File: src/rtl/mdio_pkg.sv
package mdio_pkg;

  localparam int MAX_DIV    = 324;
  localparam int HALF_W     = $clog2(MAX_DIV / 2 + 1);
  localparam int PRE_BITS   = 32;
  localparam int FRAME_BITS = 32;
  localparam int DATA_W     = 16;

  typedef enum logic [2:0] {
    ST_IDLE,
    ST_TRAIN,
    ST_PRE,
    ST_FRAME,
    ST_GAP
  } seq_state_e;

  typedef struct packed {
    logic [4:0] phy;
    logic [4:0] rdev;
    logic [2:0] train;
    logic [3:0] clk_sel;
    logic       psup;
    logic       b2b;
    logic       skip;
    logic [1:0] op;
    logic       c45;
  } mdio_cmd_t;

  function automatic logic [8:0] mdc_divisor(input logic [3:0] sel);
    logic [8:0] d;
    unique case (sel)
      4'd0:    d = 9'd42;
      4'd1:    d = 9'd62;
      4'd2:    d = 9'd16;
      4'd3:    d = 9'd26;
      4'd4:    d = 9'd102;
      4'd5:    d = 9'd124;
      4'd6:    d = 9'd204;
      4'd7:    d = 9'd324;
      default: d = 9'd4 + {4'd0, sel[2:0], 1'b0};
    endcase
    return d;
  endfunction

endpackage

File: src/rtl/mdio_clkgen.sv
module mdio_clkgen
  import mdio_pkg::*;
(
  input  logic       clk,
  input  logic       rst_n,
  input  logic       run,
  input  logic [3:0] sel,
  output logic       mdc,
  output logic       rise_tick,
  output logic       fall_tick
);

  logic [8:0]        div;
  logic [HALF_W-1:0] half;
  logic [HALF_W-1:0] cnt;
  logic              tick;

  assign div  = mdc_divisor(sel);
  assign half = HALF_W'(div >> 1);
  assign tick = run && (cnt == half - HALF_W'(1));

  assign rise_tick = tick && !mdc;
  assign fall_tick = tick && mdc;

  always_ff @(posedge clk or negedge rst_n) begin
    if (!rst_n) begin
      cnt <= '0;
      mdc <= 1'b0;
    end else if (!run) begin
      cnt <= '0;
      mdc <= 1'b0;
    end else if (tick) begin
      cnt <= '0;
      mdc <= ~mdc;
    end else begin
      cnt <= cnt + HALF_W'(1);
    end
  end

endmodule

File: src/rtl/mdio_regs.sv
module mdio_regs
  import mdio_pkg::*;
#(
  parameter int REG_W = 32
) (
  input  logic              clk,
  input  logic              rst_n,
  input  logic              wr,
  input  logic              wsel,
  input  logic [REG_W-1:0]  wdata,
  input  logic              rsel,
  output logic [REG_W-1:0]  rdata,
  input  logic              done,
  input  logic              store_rd,
  input  logic [DATA_W-1:0] rd_word,
  output logic              busy,
  output logic              start,
  output mdio_cmd_t         cmd,
  output logic [DATA_W-1:0] data_lo,
  output logic [DATA_W-1:0] data_hi
);

  mdio_cmd_t new_cmd;

  always_comb begin
    new_cmd.c45     = wdata[1];
    new_cmd.op      = wdata[3:2];
    new_cmd.skip    = wdata[4];
    new_cmd.b2b     = wdata[5];
    new_cmd.psup    = wdata[6];
    new_cmd.clk_sel = wdata[11:8];
    new_cmd.train   = wdata[14:12];
    new_cmd.rdev    = wdata[20:16];
    new_cmd.phy     = wdata[25:21];
  end

  always_ff @(posedge clk or negedge rst_n) begin
    if (!rst_n) begin
      busy    <= 1'b0;
      start   <= 1'b0;
      cmd     <= '0;
      data_lo <= '0;
      data_hi <= '0;
    end else begin
      start <= 1'b0;
      if (done) begin
        busy <= 1'b0;
        if (store_rd) data_lo <= rd_word;
      end else if (wr && !busy) begin
        if (!wsel) begin
          cmd <= new_cmd;
          if (wdata[0] && (new_cmd.op != 2'd0)) begin
            busy  <= 1'b1;
            start <= 1'b1;
          end
        end else begin
          data_lo <= wdata[DATA_W-1:0];
          data_hi <= wdata[2*DATA_W-1:DATA_W];
        end
      end
    end
  end

  always_comb begin
    if (rsel) begin
      rdata = REG_W'({data_hi, data_lo});
    end else begin
      rdata = REG_W'({6'd0, cmd.phy, cmd.rdev, 1'b0, cmd.train, cmd.clk_sel,
                      1'b0, cmd.psup, cmd.b2b, cmd.skip, cmd.op, cmd.c45, busy});
    end
  end

endmodule

File: src/rtl/mdio_frame_seq.sv
module mdio_frame_seq
  import mdio_pkg::*;
#(
  parameter int GAP_CYCLES = 2
) (
  input  logic              clk,
  input  logic              rst_n,
  input  logic              start,
  input  mdio_cmd_t         cmd,
  input  logic [DATA_W-1:0] wr_word,
  input  logic [DATA_W-1:0] c45_word,
  input  logic              rise_tick,
  input  logic              fall_tick,
  input  logic              mdio_i,
  output logic              run,
  output logic              mdio_o,
  output logic              mdio_oe,
  output logic              done,
  output logic              store_rd,
  output logic [DATA_W-1:0] rd_word
);

  localparam int CNT_W    = 6;
  localparam int LAST_BIT = FRAME_BITS - 1;
  localparam int LAST_PRE = PRE_BITS - 1;
  localparam int TA_POS   = FRAME_BITS - DATA_W - 2;
  localparam int DAT_POS  = FRAME_BITS - DATA_W;

  seq_state_e             state, nxt;
  logic [CNT_W-1:0]       cnt, ncnt;
  logic                   cur_addr, naddr;
  logic                   load;
  logic [FRAME_BITS-1:0]  sh, word;
  logic                   is_read, need_addr, rd_frame;
  seq_state_e             first_st;

  assign is_read   = cmd.op[1];
  assign need_addr = cmd.c45 && !cmd.skip;
  assign rd_frame  = is_read && !cur_addr;
  assign run       = (state != ST_IDLE);
  assign store_rd  = done && is_read;

  always_comb begin
    if (cmd.train != 3'd0) first_st = ST_TRAIN;
    else if (!cmd.psup)    first_st = ST_PRE;
    else                   first_st = ST_FRAME;
  end

  always_comb begin
    if (!cmd.c45) begin
      word = {2'b01, (is_read ? 2'b10 : 2'b01), cmd.phy, cmd.rdev, 2'b10, wr_word};
    end else if (naddr) begin
      word = {2'b00, 2'b00, cmd.phy, cmd.rdev, 2'b10, c45_word};
    end else begin
      word = {2'b00, cmd.op, cmd.phy, cmd.rdev, 2'b10, wr_word};
    end
  end

  always_comb begin
    nxt   = state;
    ncnt  = cnt;
    naddr = cur_addr;
    load  = 1'b0;
    done  = 1'b0;
    unique case (state)
      ST_IDLE: begin
        if (start) begin
          naddr = need_addr;
          nxt   = first_st;
          ncnt  = '0;
          load  = (first_st == ST_FRAME);
        end
      end
      ST_TRAIN: begin
        if (fall_tick) begin
          if (cnt == CNT_W'(cmd.train) - CNT_W'(1)) begin
            nxt  = cmd.psup ? ST_FRAME : ST_PRE;
            ncnt = '0;
            load = cmd.psup;
          end else begin
            ncnt = cnt + CNT_W'(1);
          end
        end
      end
      ST_PRE: begin
        if (fall_tick) begin
          if (cnt == CNT_W'(LAST_PRE)) begin
            nxt  = ST_FRAME;
            ncnt = '0;
            load = 1'b1;
          end else begin
            ncnt = cnt + CNT_W'(1);
          end
        end
      end
      ST_FRAME: begin
        if (fall_tick) begin
          if (cnt == CNT_W'(LAST_BIT)) begin
            ncnt = '0;
            if (cur_addr) begin
              naddr = 1'b0;
              nxt   = first_st;
              load  = (first_st == ST_FRAME);
            end else if (cmd.b2b || (GAP_CYCLES == 0)) begin
              nxt  = ST_IDLE;
              done = 1'b1;
            end else begin
              nxt = ST_GAP;
            end
          end else begin
            ncnt = cnt + CNT_W'(1);
          end
        end
      end
      ST_GAP: begin
        if (fall_tick) begin
          if (cnt == CNT_W'(GAP_CYCLES - 1)) begin
            nxt  = ST_IDLE;
            ncnt = '0;
            done = 1'b1;
          end else begin
            ncnt = cnt + CNT_W'(1);
          end
        end
      end
      default: nxt = ST_IDLE;
    endcase
  end

  always_ff @(posedge clk or negedge rst_n) begin
    if (!rst_n) begin
      state    <= ST_IDLE;
      cnt      <= '0;
      cur_addr <= 1'b0;
      sh       <= '0;
      rd_word  <= '0;
    end else begin
      state    <= nxt;
      cnt      <= ncnt;
      cur_addr <= naddr;
      if (load) begin
        sh <= word;
      end else if ((state == ST_FRAME) && fall_tick) begin
        sh <= {sh[FRAME_BITS-2:0], 1'b0};
      end
      if ((state == ST_FRAME) && rise_tick && rd_frame && (cnt >= CNT_W'(DAT_POS))) begin
        rd_word <= {rd_word[DATA_W-2:0], mdio_i};
      end
    end
  end

  assign mdio_o  = (state == ST_FRAME) ? sh[FRAME_BITS-1] : (state == ST_PRE);
  assign mdio_oe = (state == ST_PRE) ||
                   ((state == ST_FRAME) && !(rd_frame && (cnt >= CNT_W'(TA_POS))));

endmodule

File: src/rtl/mdio_master.sv
module mdio_master
  import mdio_pkg::*;
#(
  parameter int REG_W      = 32,
  parameter int GAP_CYCLES = 2
) (
  input  logic             clk,
  input  logic             rst_n,
  input  logic             reg_wr,
  input  logic             reg_wsel,
  input  logic [REG_W-1:0] reg_wdata,
  input  logic             reg_rsel,
  output logic [REG_W-1:0] reg_rdata,
  output logic             mdc_o,
  output logic             mdio_o,
  output logic             mdio_oe,
  input  logic             mdio_i
);

  logic              busy_q;
  logic              start_p;
  mdio_cmd_t         cmd_q;
  logic [DATA_W-1:0] wr_word;
  logic [DATA_W-1:0] c45_word;
  logic              run;
  logic              rise_tick;
  logic              fall_tick;
  logic              done;
  logic              store_rd;
  logic [DATA_W-1:0] rd_word;

  mdio_regs #(.REG_W(REG_W)) u_regs (
    .clk      (clk),
    .rst_n    (rst_n),
    .wr       (reg_wr),
    .wsel     (reg_wsel),
    .wdata    (reg_wdata),
    .rsel     (reg_rsel),
    .rdata    (reg_rdata),
    .done     (done),
    .store_rd (store_rd),
    .rd_word  (rd_word),
    .busy     (busy_q),
    .start    (start_p),
    .cmd      (cmd_q),
    .data_lo  (wr_word),
    .data_hi  (c45_word)
  );

  mdio_clkgen u_clkgen (
    .clk       (clk),
    .rst_n     (rst_n),
    .run       (run),
    .sel       (cmd_q.clk_sel),
    .mdc       (mdc_o),
    .rise_tick (rise_tick),
    .fall_tick (fall_tick)
  );

  mdio_frame_seq #(.GAP_CYCLES(GAP_CYCLES)) u_seq (
    .clk       (clk),
    .rst_n     (rst_n),
    .start     (start_p),
    .cmd       (cmd_q),
    .wr_word   (wr_word),
    .c45_word  (c45_word),
    .rise_tick (rise_tick),
    .fall_tick (fall_tick),
    .mdio_i    (mdio_i),
    .run       (run),
    .mdio_o    (mdio_o),
    .mdio_oe   (mdio_oe),
    .done      (done),
    .store_rd  (store_rd),
    .rd_word   (rd_word)
  );

endmodule

File: config.mk
export PLATFORM = sky130hd
export DESIGN_NAME = mdio_master
export DESIGN_NICKNAME = d
export VERILOG_FILES = /design/src/rtl/mdio_pkg.sv /design/src/rtl/mdio_clkgen.sv /design/src/rtl/mdio_regs.sv /design/src/rtl/mdio_frame_seq.sv /design/src/rtl/mdio_master.sv
export SDC_FILE = /design/constraint.sdc
export NUM_CORES = 1
export LEC_CHECK = 0
export ABC_AREA = 1
export BUFFER_PORTS_ARGS = -buffer_cell sky130_fd_sc_hd__buf_2
export CORE_UTILIZATION = 50
export DETAILED_ROUTE_END_ITERATION = 12
export PLACE_DENSITY_LB_ADDON = 0.08
export REMOVE_ABC_BUFFERS = 1
export SLEW_MARGIN = 10
export SYNTH_ARGS = -nofsm -noshare
export SYNTH_HDL_FRONTEND = slang
export SYNTH_SLANG_ARGS = --single-unit
File: constraint.sdc
create_clock -name clk -period 8.1 [get_ports clk]
set_input_delay 0.405 -clock clk [delete_from_list [all_inputs] [get_ports clk]]
set_output_delay 0.405 -clock clk [all_outputs]
set_load 0.05 [all_outputs]
Word level (Yosys, flattened, before mapping)
Cells that the tools add are included.
- bits of input ports: 38
- output and inout port bits: 35
- register bits after elaboration: 124
- logic and storage cells: 162
- bitwise operators: 3
- reduce and logical (&&, ||, !) cells: 37
- mux-type cells: 66
- add/subtract/negate cells: 5
- magnitude comparators: 2
- equality and inequality tests: 29
- operators by type and width (cell ; number):
    32-bit two-way mux ; 4
    9-bit one-hot mux with 8 select lines ; 1
    16-bit two-way mux ; 4
    6-bit two-way mux ; 7
    3-bit two-way mux ; 12
    30-bit two-way mux ; 1
    1-bit two-way mux ; 29
    6-bit one-hot mux with 4 select lines ; 1
    2-bit by 1-bit != test with 1-bit output, second input constant ; 10
    4-bit by 3-bit == test with 1-bit output, second input constant ; 4
    8-bit two-way mux ; 2
    3-bit one-hot mux with 5 select lines ; 1
    1-bit logical AND ; 14
    3-bit AND reduction ; 4
    2-bit nonzero test ; 5
    3-bit by 2-bit == test with 1-bit output, second input constant ; 3
    9-bit AND reduction ; 1
    8-bit by 1-bit adder with 8-bit output, second input constant ; 1
    4-bit by 2-bit == test with 1-bit output, second input constant ; 2
    8-bit == test ; 1
    8-bit by 1-bit subtractor with 8-bit output, second input constant ; 1
    6-bit by 1-bit adder with 6-bit output, second input constant ; 1
    6-bit by 1-bit == test with 1-bit output, second input constant ; 1
    6-bit by 5-bit == test with 1-bit output, second input constant ; 1
    other kinds (21) ; 31

Depth between registers and ports, before layout
Gate-level depths: netlist of run 1.
- depth after elaboration: 11
- gate-level depth with buffers: 22
- gate-level depth less buffers: 21

Cells and area by module
From an unflattened synthesis of run 1, not the netlist that was laid out.
- cell total of the unflattened synthesis: 924
- area, all modules: 7115.6 um2
- by module, submodules not included (module ; sequential area each (um2) ; cells each ; area each (um2) ; times used):
    mdio_frame_seq ; 1451.4 ; 441 ; 3330.7 ; 1
    mdio_regs ; 1426.4 ; 339 ; 2832.7 ; 1
    mdio_clkgen ; 225.2 ; 144 ; 952.2 ; 1

Worst setup path before layout of run 1
Ideal clock, no wire load.
- kind: reg-to-reg
- from: register u_regs.cmd[9] (netlist name)
- to: register u_regs.data_lo[4]
- data required time: 7982 ps
- path buffers: 2
- arrival time: 2532 ps
- stages on the path, launching flop included: 22
- path slack: 5450 ps
- period minus slack after synthesis: 2650 ps
- setup time: 118 ps
- cell sequence: dfrtp_1 -> inv_2 -> nand2_4 -> nand2_1 -> nand2_1 -> ha_1 -> xor2_1 -> nand3_1 -> nor2_1 -> nand3_1 -> nor2_2 -> nand3_2 -> nor2_2 -> nand2_2 -> nor2_4 -> nand2_2 -> buf_6 -> buf_6 -> o21ai_1 -> inv_1 -> nand2_1 -> o21ai_2
- cells in the longest elaborated chain, start to end: 11
- elaborated cells on any way between the ends: 22
- classes of those cells: add/sub (1); eq/ne (9); mux (5); reduce/logical (7)
- RTL lines (element ; line ; text):
    4-bit by 3-bit == test with 1-bit output (tied with other cells) ; mdio_pkg.sv:31 ; unique case (sel)
    9-bit one-hot mux with 8 select lines (*) ; mdio_pkg.sv:31 ;
    8-bit by 1-bit subtractor with 8-bit output (*) ; mdio_clkgen.sv:20 ; assign tick = run && (cnt == half - HALF_W'(1));
    8-bit == test (*) ; mdio_clkgen.sv:20 ;
    1-bit logical AND (*) ; mdio_clkgen.sv:20 ;
    1-bit logical AND (*) ; mdio_clkgen.sv:23 ; assign fall_tick = tick && mdc;
    1-bit two-way mux (on tied branches) ; mdio_frame_seq.sv:116, mdio_frame_seq.sv:97 ;
    1-bit one-hot mux with 2 select lines (*) ; mdio_frame_seq.sv:65 ; unique case (state)
    1-bit logical AND ; mdio_frame_seq.sv:41 ; assign store_rd = done && is_read;
    2-bit != test (no source line) ; -- ;
    3-bit AND reduction (no source line) ; -- ;
    end signal, assigned ; mdio_regs.sv:48 ; if (store_rd) data_lo <= rd_word;
    end signal, assigned ; mdio_regs.sv:57 ; data_lo <= wdata[DATA_W-1:0];
    end, declared ; mdio_regs.sv:19 ; output logic [DATA_W-1:0] data_lo,
Every way passes the cells marked *; elsewhere a longest branch is shown, timed or not.
A chain may end at the register's enable or synchronous reset.

Worst setup path after layout of run 1
- from: register u_regs.cmd[9] (netlist name)
- to: register u_regs.data_lo[0]
- cells in the longest elaborated chain, start to end: 11
- elaborated cells on any way between the ends: 22
- classes of those cells: add/sub (1); eq/ne (9); mux (5); reduce/logical (7)
- RTL lines (element ; line):
    4-bit by 3-bit == test with 1-bit output (tied with other cells) ; mdio_pkg.sv:31
    9-bit one-hot mux with 8 select lines (*) ; mdio_pkg.sv:31
    8-bit by 1-bit subtractor with 8-bit output (*) ; mdio_clkgen.sv:20
    8-bit == test (*) ; mdio_clkgen.sv:20
    1-bit logical AND (*) ; mdio_clkgen.sv:20
    1-bit logical AND (*) ; mdio_clkgen.sv:23
    1-bit two-way mux (on tied branches) ; mdio_frame_seq.sv:116, mdio_frame_seq.sv:97
    1-bit one-hot mux with 2 select lines (*) ; mdio_frame_seq.sv:65
    1-bit logical AND ; mdio_frame_seq.sv:41
    2-bit != test (no source line) ; --
    3-bit AND reduction (no source line) ; --
Marks and branches as above.

==> Implementation_results.wiki, run 1 <==
{| class="wikitable"
! Metric !! Value
|-
| Status || completed
|-
| Final GP Congestion || between 0.9 and 1
|-
| Number of buffers inserted during clock tree synthesis || 17
|-
| Maximum clock path buffer count || 2
|-
| Vias per std cell || about 5.3
|-
| Path depth of the worst reg2reg path || 19
|-
| Destination of the worst register-to-register timing path || u_regs.data_lo[0]
|-
| Critical Path Source Type || flop
|-
| Routed wire length per instance || 14.38 um
|-
| Simple-gate portion of the synthesized area || between 20% and 30%
|-
| Worst slack after detailed placement || between 4 and 5 ns
|-
| Die Y || roughly 120 um
|-
| Instance count along the most critical hold path || 2
|-
| Data arrival time of the critical path || 4.27 ns
|-
| Adder-cell area share of the yosys netlist || between 1 and 1.5%
|-
| Detailed placer's ending HPWL || roughly 11 mm
|-
| Most common cell after layout, fill and taps aside || sky130_fd_sc_hd__nand2_1
|-
| Nets || around 960
|-
| Drt total wl || between 15 and 20 mm
|-
| Share of cell area taken by muxes after synthesis || between 2 and 2.5%
|-
| Final setup violation count || 0
|-
| Max-cap violations || 0
|-
| Flop-to-flop setup slack || 4.13 ns
|-
| Post-CTS repair timing setup buffer count || 0
|-
| Biggest fanout along the worst timing path || 31
|-
| Area growth from synthesis to layout || 14.72%
|-
| Global routing usage summed across all routing layers || around a quarter
|-
| Tightest Hold Check Type || primary input to flop
|-
| VDD IR-drop max || around 0.00013 V
|-
| Detailed router's first-iteration violation count || ~500
|-
| Flop and latch count out of synthesis || 124
|-
| Die width || roughly 120 um
|-
| Post-synthesis cell type with the largest combined area || sky130_fd_sc_hd__dfrtp_1
|-
| TritonCTS clock tree || done
|-
| Area share of the largest cell type after synthesis || a little under half
|-
| Count of distinct cell types in the synthesized netlist || 42
|-
| RSZ-0062 raised after global routing || no
|-
| Clock transition at the registers of the reported paths || ~0.05 ns
|-
| Number of gates resized after cts || 0
|-
| Worst setup path class || flop to flop
|-
| Fraction of the cycle the final worst path needs || 49.07%
|-
| Root buffer selected by CTS || sky130_fd_sc_hd__clkbuf_16
|-
| DR top layer || met4
|-
| Leakage dissipation || between 3 and 4 nW
|-
| Cells after Synth || approximately 860
|-
| Top post-synthesis cells by area || sky130_fd_sc_hd__dfrtp_1, sky130_fd_sc_hd__nand2_1, sky130_fd_sc_hd__inv_1
|-
| Utilization of the core after routing || 59.92%
|-
| Diodes inserted || 0
|-
| Total negative slack || 0 ns
|-
| Rel. slew slack || between 20 and 25%
|-
| Quantity of I/O buffers inserted on ports || between 70 and 80
|-
| Initial cell density of the core || 52.23%
|-
| Startpoint of the tightest hold check path || mdio_i
|-
| Detailed route wirelength on metal3 || around 930 um
|-
| Maximum clock frequency || about 250 MHz
|-
| Synthesized area || 6699 sq um
|-
| Synth Warn # || 0
|-
| Vias in the first global route || around 5,500
|-
| Clock Skew || 0.008139 ns
|-
| Layout Cell Area excl Fill || 7685 sq um
|-
| First-pass detailed-route iteration total || 6
|-
| Power density cells || ~190 nW/um^2
|-
| Commonest cells after routing, fill and taps aside || sky130_fd_sc_hd__nand2_1, sky130_fd_sc_hd__dfrtp_1, sky130_fd_sc_hd__inv_1
|-
| CTS H-tree lvls || 4
|-
| Total count of hold-check failures in the final report || 0
|-
| DRC violation count after routing || 0
|-
| Via Count || 5,811
|-
| Slew Limit Fails || 0
|-
| Worst r2r src || u_regs.cmd[9]
|-
| Sum of met2 wire segment lengths after detailed routing || ~7.3 mm
|-
| Pin count of the biggest net entering global routing || 87
|-
| Post-Synthesis Mean Instance Area || around 8 sq um
|-
| Total grt overflow || 0
|-
| Full die area || around 14,000 sq um
|-
| DRT antenna net count || 0
|-
| Setup ws final || ~4.1 ns
|-
| Std-Cell Rows || 41
|-
| Share of layout cells above drive strength 1 || between 10% and 20%
|-
| Endpoint kind of the worst setup timing path || flop
|-
| Portion of the post-synthesis area used by sequential elements || between 40% and 50%
|-
| Wire length of the first global-routing pass || 26.88 mm
|-
| Xor/xnor cell area share of the yosys netlist || under 10%
|-
| Largest family of logic cells by synthesized area || simple AND/OR/NAND/NOR gates
|-
| Number of primary I/O pins || 73
|-
| Routed length on met1 || ~7.4 mm
|-
| Number of antenna violations at the first check in global routing || 0
|-
| Insertion delay of the later-clocked pin in the worst-skew pair || 0.42 ns
|-
| Total core area || ~13,000 sq um
|-
| Synthesized-area fraction occupied by ao, oa, aoi and oai cells || between 10% and 20%
|-
| TritonCTS sink count || around 120
|-
| Hold Path Sink || u_seq.rd_word[0]
|-
| Slew at the pin closest to its max-slew limit || around 1.2 ns
|-
| Required time reported for the critical path endpoint || about 8.4 ns
|-
| Placed standard-cell area || between 7000 and 8000 sq um
|-
| Final critical-path required period || 3.975 ns
|}
## through the flow
| step | hold slack, ns | power [mW] | cells |
|---|---|---|---|
| finish | 0.2147 | 1.464 | 1103 |
| global route | 0.2012 | 1.512 | 1103 |
| CTS | 0.2031 | 1.475 | 1103 |
| detailed placement | 0.4110 | 0.6918 | 1070 |
| global placement | 0.4103 | 0.6914 | 1070 |
| floorplan | 0.1094 | 0.6585 | 824 |
## critical path, stage by stage (launching register included)
cell and delay (ns):
sky130_fd_sc_hd__dfrtp_1 0.47, sky130_fd_sc_hd__inv_2 0.16, sky130_fd_sc_hd__nand2_4 0.08, sky130_fd_sc_hd__nand2_1 0.08, sky130_fd_sc_hd__nand2_1 0.07, sky130_fd_sc_hd__ha_1 0.31, sky130_fd_sc_hd__xor2_1 0.15, sky130_fd_sc_hd__nand3_1 0.08
sky130_fd_sc_hd__nor2_1 0.11, sky130_fd_sc_hd__nand3_1 0.09, sky130_fd_sc_hd__nor2_2 0.10, sky130_fd_sc_hd__nand3_2 0.13, sky130_fd_sc_hd__nor2_2 0.14, sky130_fd_sc_hd__nand2_2 0.07, sky130_fd_sc_hd__nor2_4 0.09, sky130_fd_sc_hd__nand2_2 0.35
sky130_fd_sc_hd__o21ai_2 1.05, sky130_fd_sc_hd__inv_2 0.13, sky130_fd_sc_hd__nand2_1 0.10, sky130_fd_sc_hd__o21ai_0 0.07
## power breakdown
group          switching [mW]  internal, mW  leakage [nW]
registers            0.000136         0.620          1.69
clock network           0.283         0.501         0.300
logic                  0.0450        0.0150          1.96
## layout make-up
cell class	count	area [sq um]
clock inverters	13	163.9
clock buffers	19	452.9
flip-flops and latches	124	3103
multi-input cells	567	2860
inverters	133	501.7
fillers	1225	5140
repair buffers	75	387.9
well taps	172	215.2
## flip-flops by register name (all words and copies together), names as in the netlist, 3 cells and up
| register | cells |
|---|---|
| u_regs.cmd | 23 |
| u_regs.data_lo | 16 |
| u_seq.cnt | 6 |
| u_regs.data_hi | 16 |
| u_seq.sh | 32 |
| u_seq.state | 3 |
| u_clkgen.cnt | 8 |
| u_seq.rd_word | 16 |
## cell usage after synthesis (all sizes together)
cell type    n
nor2        75
xor2         7
or2          1
inv        133
clkbuf      12
nor4         3
nand3b       1
o211ai       4
o21a         2
nand2      189
o21bai       1
ha           7
nand4       10
xnor2        2
a21boi       1
buf         23
o22ai        2
a32oi        1
a41oi        1
nor3b        2
mux2        14
o21ai      123
nor3         5
o31ai        1
dfrtp      124
nand3       73
a21oi       42
## per-layer routing
metal | up-vias | global-route usage [%]
li1 | 2881 | -
met1 | 2720 | 33.62
met2 | 187 | 37.98
met3 | 23 | 5.475
met4 | 0 | 8.413
met5 | - | 0
## kinds of logic (layout without fill, tap and decap cells)
logic type / Yosys count / count (layout)
AO/OA/AOI/OAI: 178 / 178
XOR/XNOR: 9 / 9
adder cells (fa/ha/maj): 7 / 7
buffers and inverters: 168 / 240
flip-flops: 124 / 124
multiplexers: 14 / 14
AND/OR/NAND/NOR: 359 / 359
## worst max path at each step
stage               cells after the start           endpoint     startpoint  slack (ns)
floorplan                              16      u_regs.cmd[0]  u_regs.cmd[9]        4.57
global placement                       19  u_regs.data_lo[0]  u_regs.cmd[9]        4.35
detailed placement                     19  u_regs.data_lo[0]  u_regs.cmd[9]        4.18
CTS                                    19  u_regs.data_lo[0]  u_regs.cmd[9]        4.17
global route                           19  u_regs.data_lo[0]  u_regs.cmd[9]        3.67
finish                                 19  u_regs.data_lo[0]  u_regs.cmd[9]        4.13
## repair_timing
| action | CTS | global route |
|---|---|---|
| hold endpoints to repair | 38 | 0 |
| hold buffers | 1 | 0 |
| setup endpoints to repair | 0 | 0 |
(Power assumes the default switching activity.)
==> run 2: changes to the inputs <==
==> constraint.sdc (replaced) <==
create_clock -name clk -period 3.9 [get_ports clk]
set_input_delay 0.195 -clock clk [delete_from_list [all_inputs] [get_ports clk]]
set_output_delay 0.195 -clock clk [all_outputs]
set_load 0.05 [all_outputs]
==> run 2 against run 1 <==
Final cell count grew 0.82%. Clock power grew 110%. Global-route usage grew 0.14 points. First-iteration DRC count shrank 14%. Fmax grew 24%. Hold slack lost 0.19 ns. Power grew 110%. Routed wire length grew 1.2%. Die area is the same. Critical path type unchanged. Highest routed layer unchanged. Flip-flop and latch count is the same. Clock-buffer cell count is the same.
==> Implementation_results.wiki, run 2 (same netlist as run 1, synthesis figures left out) <==
{| class="wikitable"
! Metric !! Value
|-
| Status || completed (unchanged)
|-
| Full die area || 13,870 sq um (unchanged)
|-
| Dominant cell type by count on the critical path || sky130_fd_sc_hd__nand2_1 (unchanged)
|-
| Number of primary I/O pins || 73 (unchanged)
|-
| Largest registers in the final layout || u_seq.sh (32), u_regs.cmd (23) (unchanged)
|-
| Biggest fanout along the worst timing path || 19 (was 31)
|-
| DRT antenna net count || 0 (unchanged)
|-
| Clock share of power || 53.6% (was 53.5%)
|-
| Maximum clock frequency || 312.4 MHz (was 251.6 MHz)
|-
| Power density cells || 392.8 nW/um^2 (was 190.5 nW/um^2)
|-
| Detailed placer's ending HPWL || 11.28 mm (was 10.97 mm)
|-
| Slew at the pin closest to its max-slew limit || 1.028 ns (was 1.170 ns)
|-
| Total power || 3.050 mW (was 1.464 mW)
|-
| Register containing the most flip-flops in the final layout || u_seq.sh (unchanged)
|-
| Diodes inserted || 0 (unchanged)
|-
| VDD IR-drop max || 0.0003101 V (was 0.0001311 V)
|-
| Tightest Hold Check Type || primary input to flop (unchanged)
|-
| Slew Limit Fails || 0 (unchanged)
|-
| CTS H-tree lvls || 4 (unchanged)
|-
| First-pass detailed-route iteration total || 5 (was 6)
|-
| Insertion delay of the later-clocked pin in the worst-skew pair || 0.42 ns (about the same)
|-
| Global routing usage summed across all routing layers || 24.57% (was 24.43%)
|-
| Final setup violation count || 0 (unchanged)
|-
| Maximum clock path buffer count || 2 (unchanged)
|-
| Total negative slack || 0 ns (unchanged)
|-
| Commonest cells after routing, fill and taps aside || sky130_fd_sc_hd__nand2_1, sky130_fd_sc_hd__dfrtp_1, sky130_fd_sc_hd__inv_1 (unchanged)
|-
| TritonCTS clock tree || done (unchanged)
|-
| Critical Path Source Type || flop (unchanged)
|-
| Clock Skew || 0.007147 ns (was 0.008139 ns)
|-
| Sum of met2 wire segment lengths after detailed routing || 7.243 mm (was 7.298 mm)
|-
| Final GP Congestion || 0.9137 (was 0.9191)
|-
| Number of antenna violations at the first check in global routing || 0 (unchanged)
|-
| Die Y || 117.8 um (unchanged)
|-
| Required time reported for the critical path endpoint || 4.24 ns (was 8.39 ns)
|-
| Detailed route wirelength on metal3 || 619 um (was 929 um)
|-
| Int Power || 2.361 mW (was 1.136 mW)
|-
| # fillers || 1,204 (was 1,225)
|-
| Share of layout cells above drive strength 1 || 17.13% (was 16.43%)
|-
| DR top layer || met4 (unchanged)
|-
| Std-Cell Rows || 41 (unchanged)
|-
| P_sw || 0.6895 mW (was 0.3278 mW)
|-
| Via Count || 5,870 (was 5,811)
|-
| Total core area || 12,820 sq um (unchanged)
|-
| Worst path max stage delay || 0.46 ns (was 1.05 ns)
|-
| Detailed router's first-iteration violation count || 433 (was 504)
|-
| Final critical-path required period || 3.201 ns (was 3.975 ns)
|-
| Max-cap violations || 0 (unchanged)
|-
| Sw Ratio || 22.61% (was 22.39%)
|-
| Most common cell after layout, fill and taps aside || sky130_fd_sc_hd__nand2_1 (unchanged)
|-
| Area growth from synthesis to layout || 15.93% (was 14.72%)
|-
| Data arrival time of the critical path || 3.54 ns (was 4.27 ns)
|-
| TritonCTS sink count || 124 (unchanged)
|-
| Wire length of the first global-routing pass || 27.14 mm (was 26.88 mm)
|-
| Storage cell area || 3103 sq um (unchanged)
|-
| Worst slack after detailed placement || 0.7110 ns (was 4.180 ns)
|-
| Total grt overflow || 0 (unchanged)
|-
| Cell type of the slowest stage on the worst timing path || sky130_fd_sc_hd__dfrtp_1 (was sky130_fd_sc_hd__o21ai_2)
|-
| Critical path, cell by cell || inv_2 -> nand2_4 -> nand2_1 -> nand2_1 -> ha_1 -> xor2_1 -> nand3_1 -> nor2_1 -> nand3_1 -> nor2_2 -> nand3_2 -> nor3_4 -> nand2_1 -> nor2_4 -> nor2_2 -> inv_4 -> nor2_1 -> a21oi_1 (was inv_2 -> nand2_4 -> nand2_1 -> nand2_1 -> ha_1 -> xor2_1 -> nand3_1 -> nor2_1 -> nand3_1 -> nor2_2 -> nand3_2 -> nor2_2 -> nand2_2 -> nor2_4 -> nand2_2 -> o21ai_2 -> inv_2 -> nand2_1 -> o21ai_0)
|-
| Sequential cell fraction of total power || 42.2% (was 42.4%)
|-
| Routed length on met1 || 7.989 mm (was 7.387 mm)
|-
| Number of buffers inserted during clock tree synthesis || 17 (unchanged)
|-
| Root buffer selected by CTS || sky130_fd_sc_hd__clkbuf_16 (unchanged)
|-
| Die width || 117.8 um (unchanged)
|-
| Fraction of the cycle the final worst path needs || 82.07% (was 49.07%)
|-
| Critical path buffer and inverter count || 2 (unchanged)
|-
| Multi-input gate area in the final layout || 2860 sq um (unchanged)
|-
| Vias per std cell || 5.279 (was 5.268)
|-
| Nets || 972 (was 963)
|-
| Setup ws final || 0.6994 ns (was 4.125 ns)
|-
| DRC violation count after routing || 0 (unchanged)
|-
| Clock transition at the registers of the reported paths || 0.06 ns (was 0.05 ns)
|-
| Drt total wl || 16.06 mm (was 15.86 mm)
|-
| Routed wire length per instance || 14.44 um (was 14.38 um)
|-
| RSZ-0062 raised after global routing || no (unchanged)
|-
| Endpoint kind of the worst setup timing path || flop (unchanged)
|-
| Total count of hold-check failures in the final report || 0 (unchanged)
|-
| Post-CTS repair timing setup buffer count || 0 (unchanged)
|-
| Leakage dissipation || 3.997 nW (was 3.952 nW)
|-
| Logic pwr share || 4.2% (was 4.1%)
|-
| Pin count of the biggest net entering global routing || 125 (was 87)
|-
| Utilization of the core after routing || 60.56% (was 59.92%)
|-
| Rel. slew slack || 31.48% (was 22.00%)
|-
| Worst setup path class || flop to flop (unchanged)
|-
| Initial cell density of the core || 52.23% (unchanged)
|-
| Largest register FFs || 32 (unchanged)
|-
| Vias in the first global route || 5,595 (was 5,529)
|-
| Worst path top cell family by delay || simple AND/OR/NAND/NOR gates (unchanged)
|-
| Quantity of I/O buffers inserted on ports || 72 (unchanged)
|}
run 2: changes by cell type in the layout (fill, tap and decap cells not counted):
cell | before | now
sky130_fd_sc_hd__buf_12 | 0 | 1
sky130_fd_sc_hd__buf_4 | 3 | 10
sky130_fd_sc_hd__clkinv_4 | 3 | 2
sky130_fd_sc_hd__clkinvlp_4 | 2 | 3
sky130_fd_sc_hd__dlygate4sd3_1 | 1 | 2
run 2: what timing repair did:
item	4_1_cts	5_1_grt
resized for setup	0	0
endpoints found under the hold margin	125	0
hold buffers	2	0
run 2: metrics by stage:
stage                     cell area (sq um)  instances  hold WS, ns
after global routing                   7766       1112      0.02273
after detailed placement               7131       1078       0.3507
after CTS                              7766       1112      0.01166
after floorplan                        6465        824      -0.1006
after global placement                 7131       1078       0.3520
final                                  7766       1112      0.02078
run 2: path summary, 6_finish.rpt:
kind,slack (ns),startpoint,cells past startpoint,to
worst max-delay path,0.70,u_regs.cmd[9],18,u_seq.sh[11]
min in group asynchronous,0.40,rst_n,3,u_clkgen.cnt[3]
worst min-delay path,0.02,reg_wdata[31],3,u_regs.data_hi[15]
worst min register to register,0.48,u_regs.data_hi[2],2,u_regs.data_hi[2]
worst max register to register,0.70,u_regs.cmd[9],18,u_seq.sh[11]
max in group asynchronous,2.96,rst_n,3,u_regs.cmd[9]
run 2: area by class of cell:
class / instances / share of cell area (%)
clock inverters: 13 / 2.094
repair buffers: 84 / 6.058
clock buffers: 19 / 5.832
well taps: 172 / 2.771
multi-input cells: 567 / 36.83
inverters: 133 / 6.460
flip-flops and latches: 124 / 39.95
run 2: metal layers:
layer  GRT usage (%)  up-vias
met5               0        -
met4           7.692        0
met3           4.700       18
met2           37.76      138
met1           35.04     2817
li1                -     2897
run 2: power groups by stage:
stage                     registers (mW)  logic (mW)  clock network (mW)
after floorplan                     1.31      0.0566                   0
after global placement              1.31       0.126                   0
after detailed placement            1.31       0.128                   0
after CTS                           1.29       0.130                1.67
after global routing                1.29       0.140                1.73
final                               1.29       0.127                1.64
run 2: worst min-delay path, cell delays in order:
cell,delay (ns)
sky130_fd_sc_hd__buf_2,0.07
sky130_fd_sc_hd__nor2_1,0.03
sky130_fd_sc_hd__a21oi_1,0.10
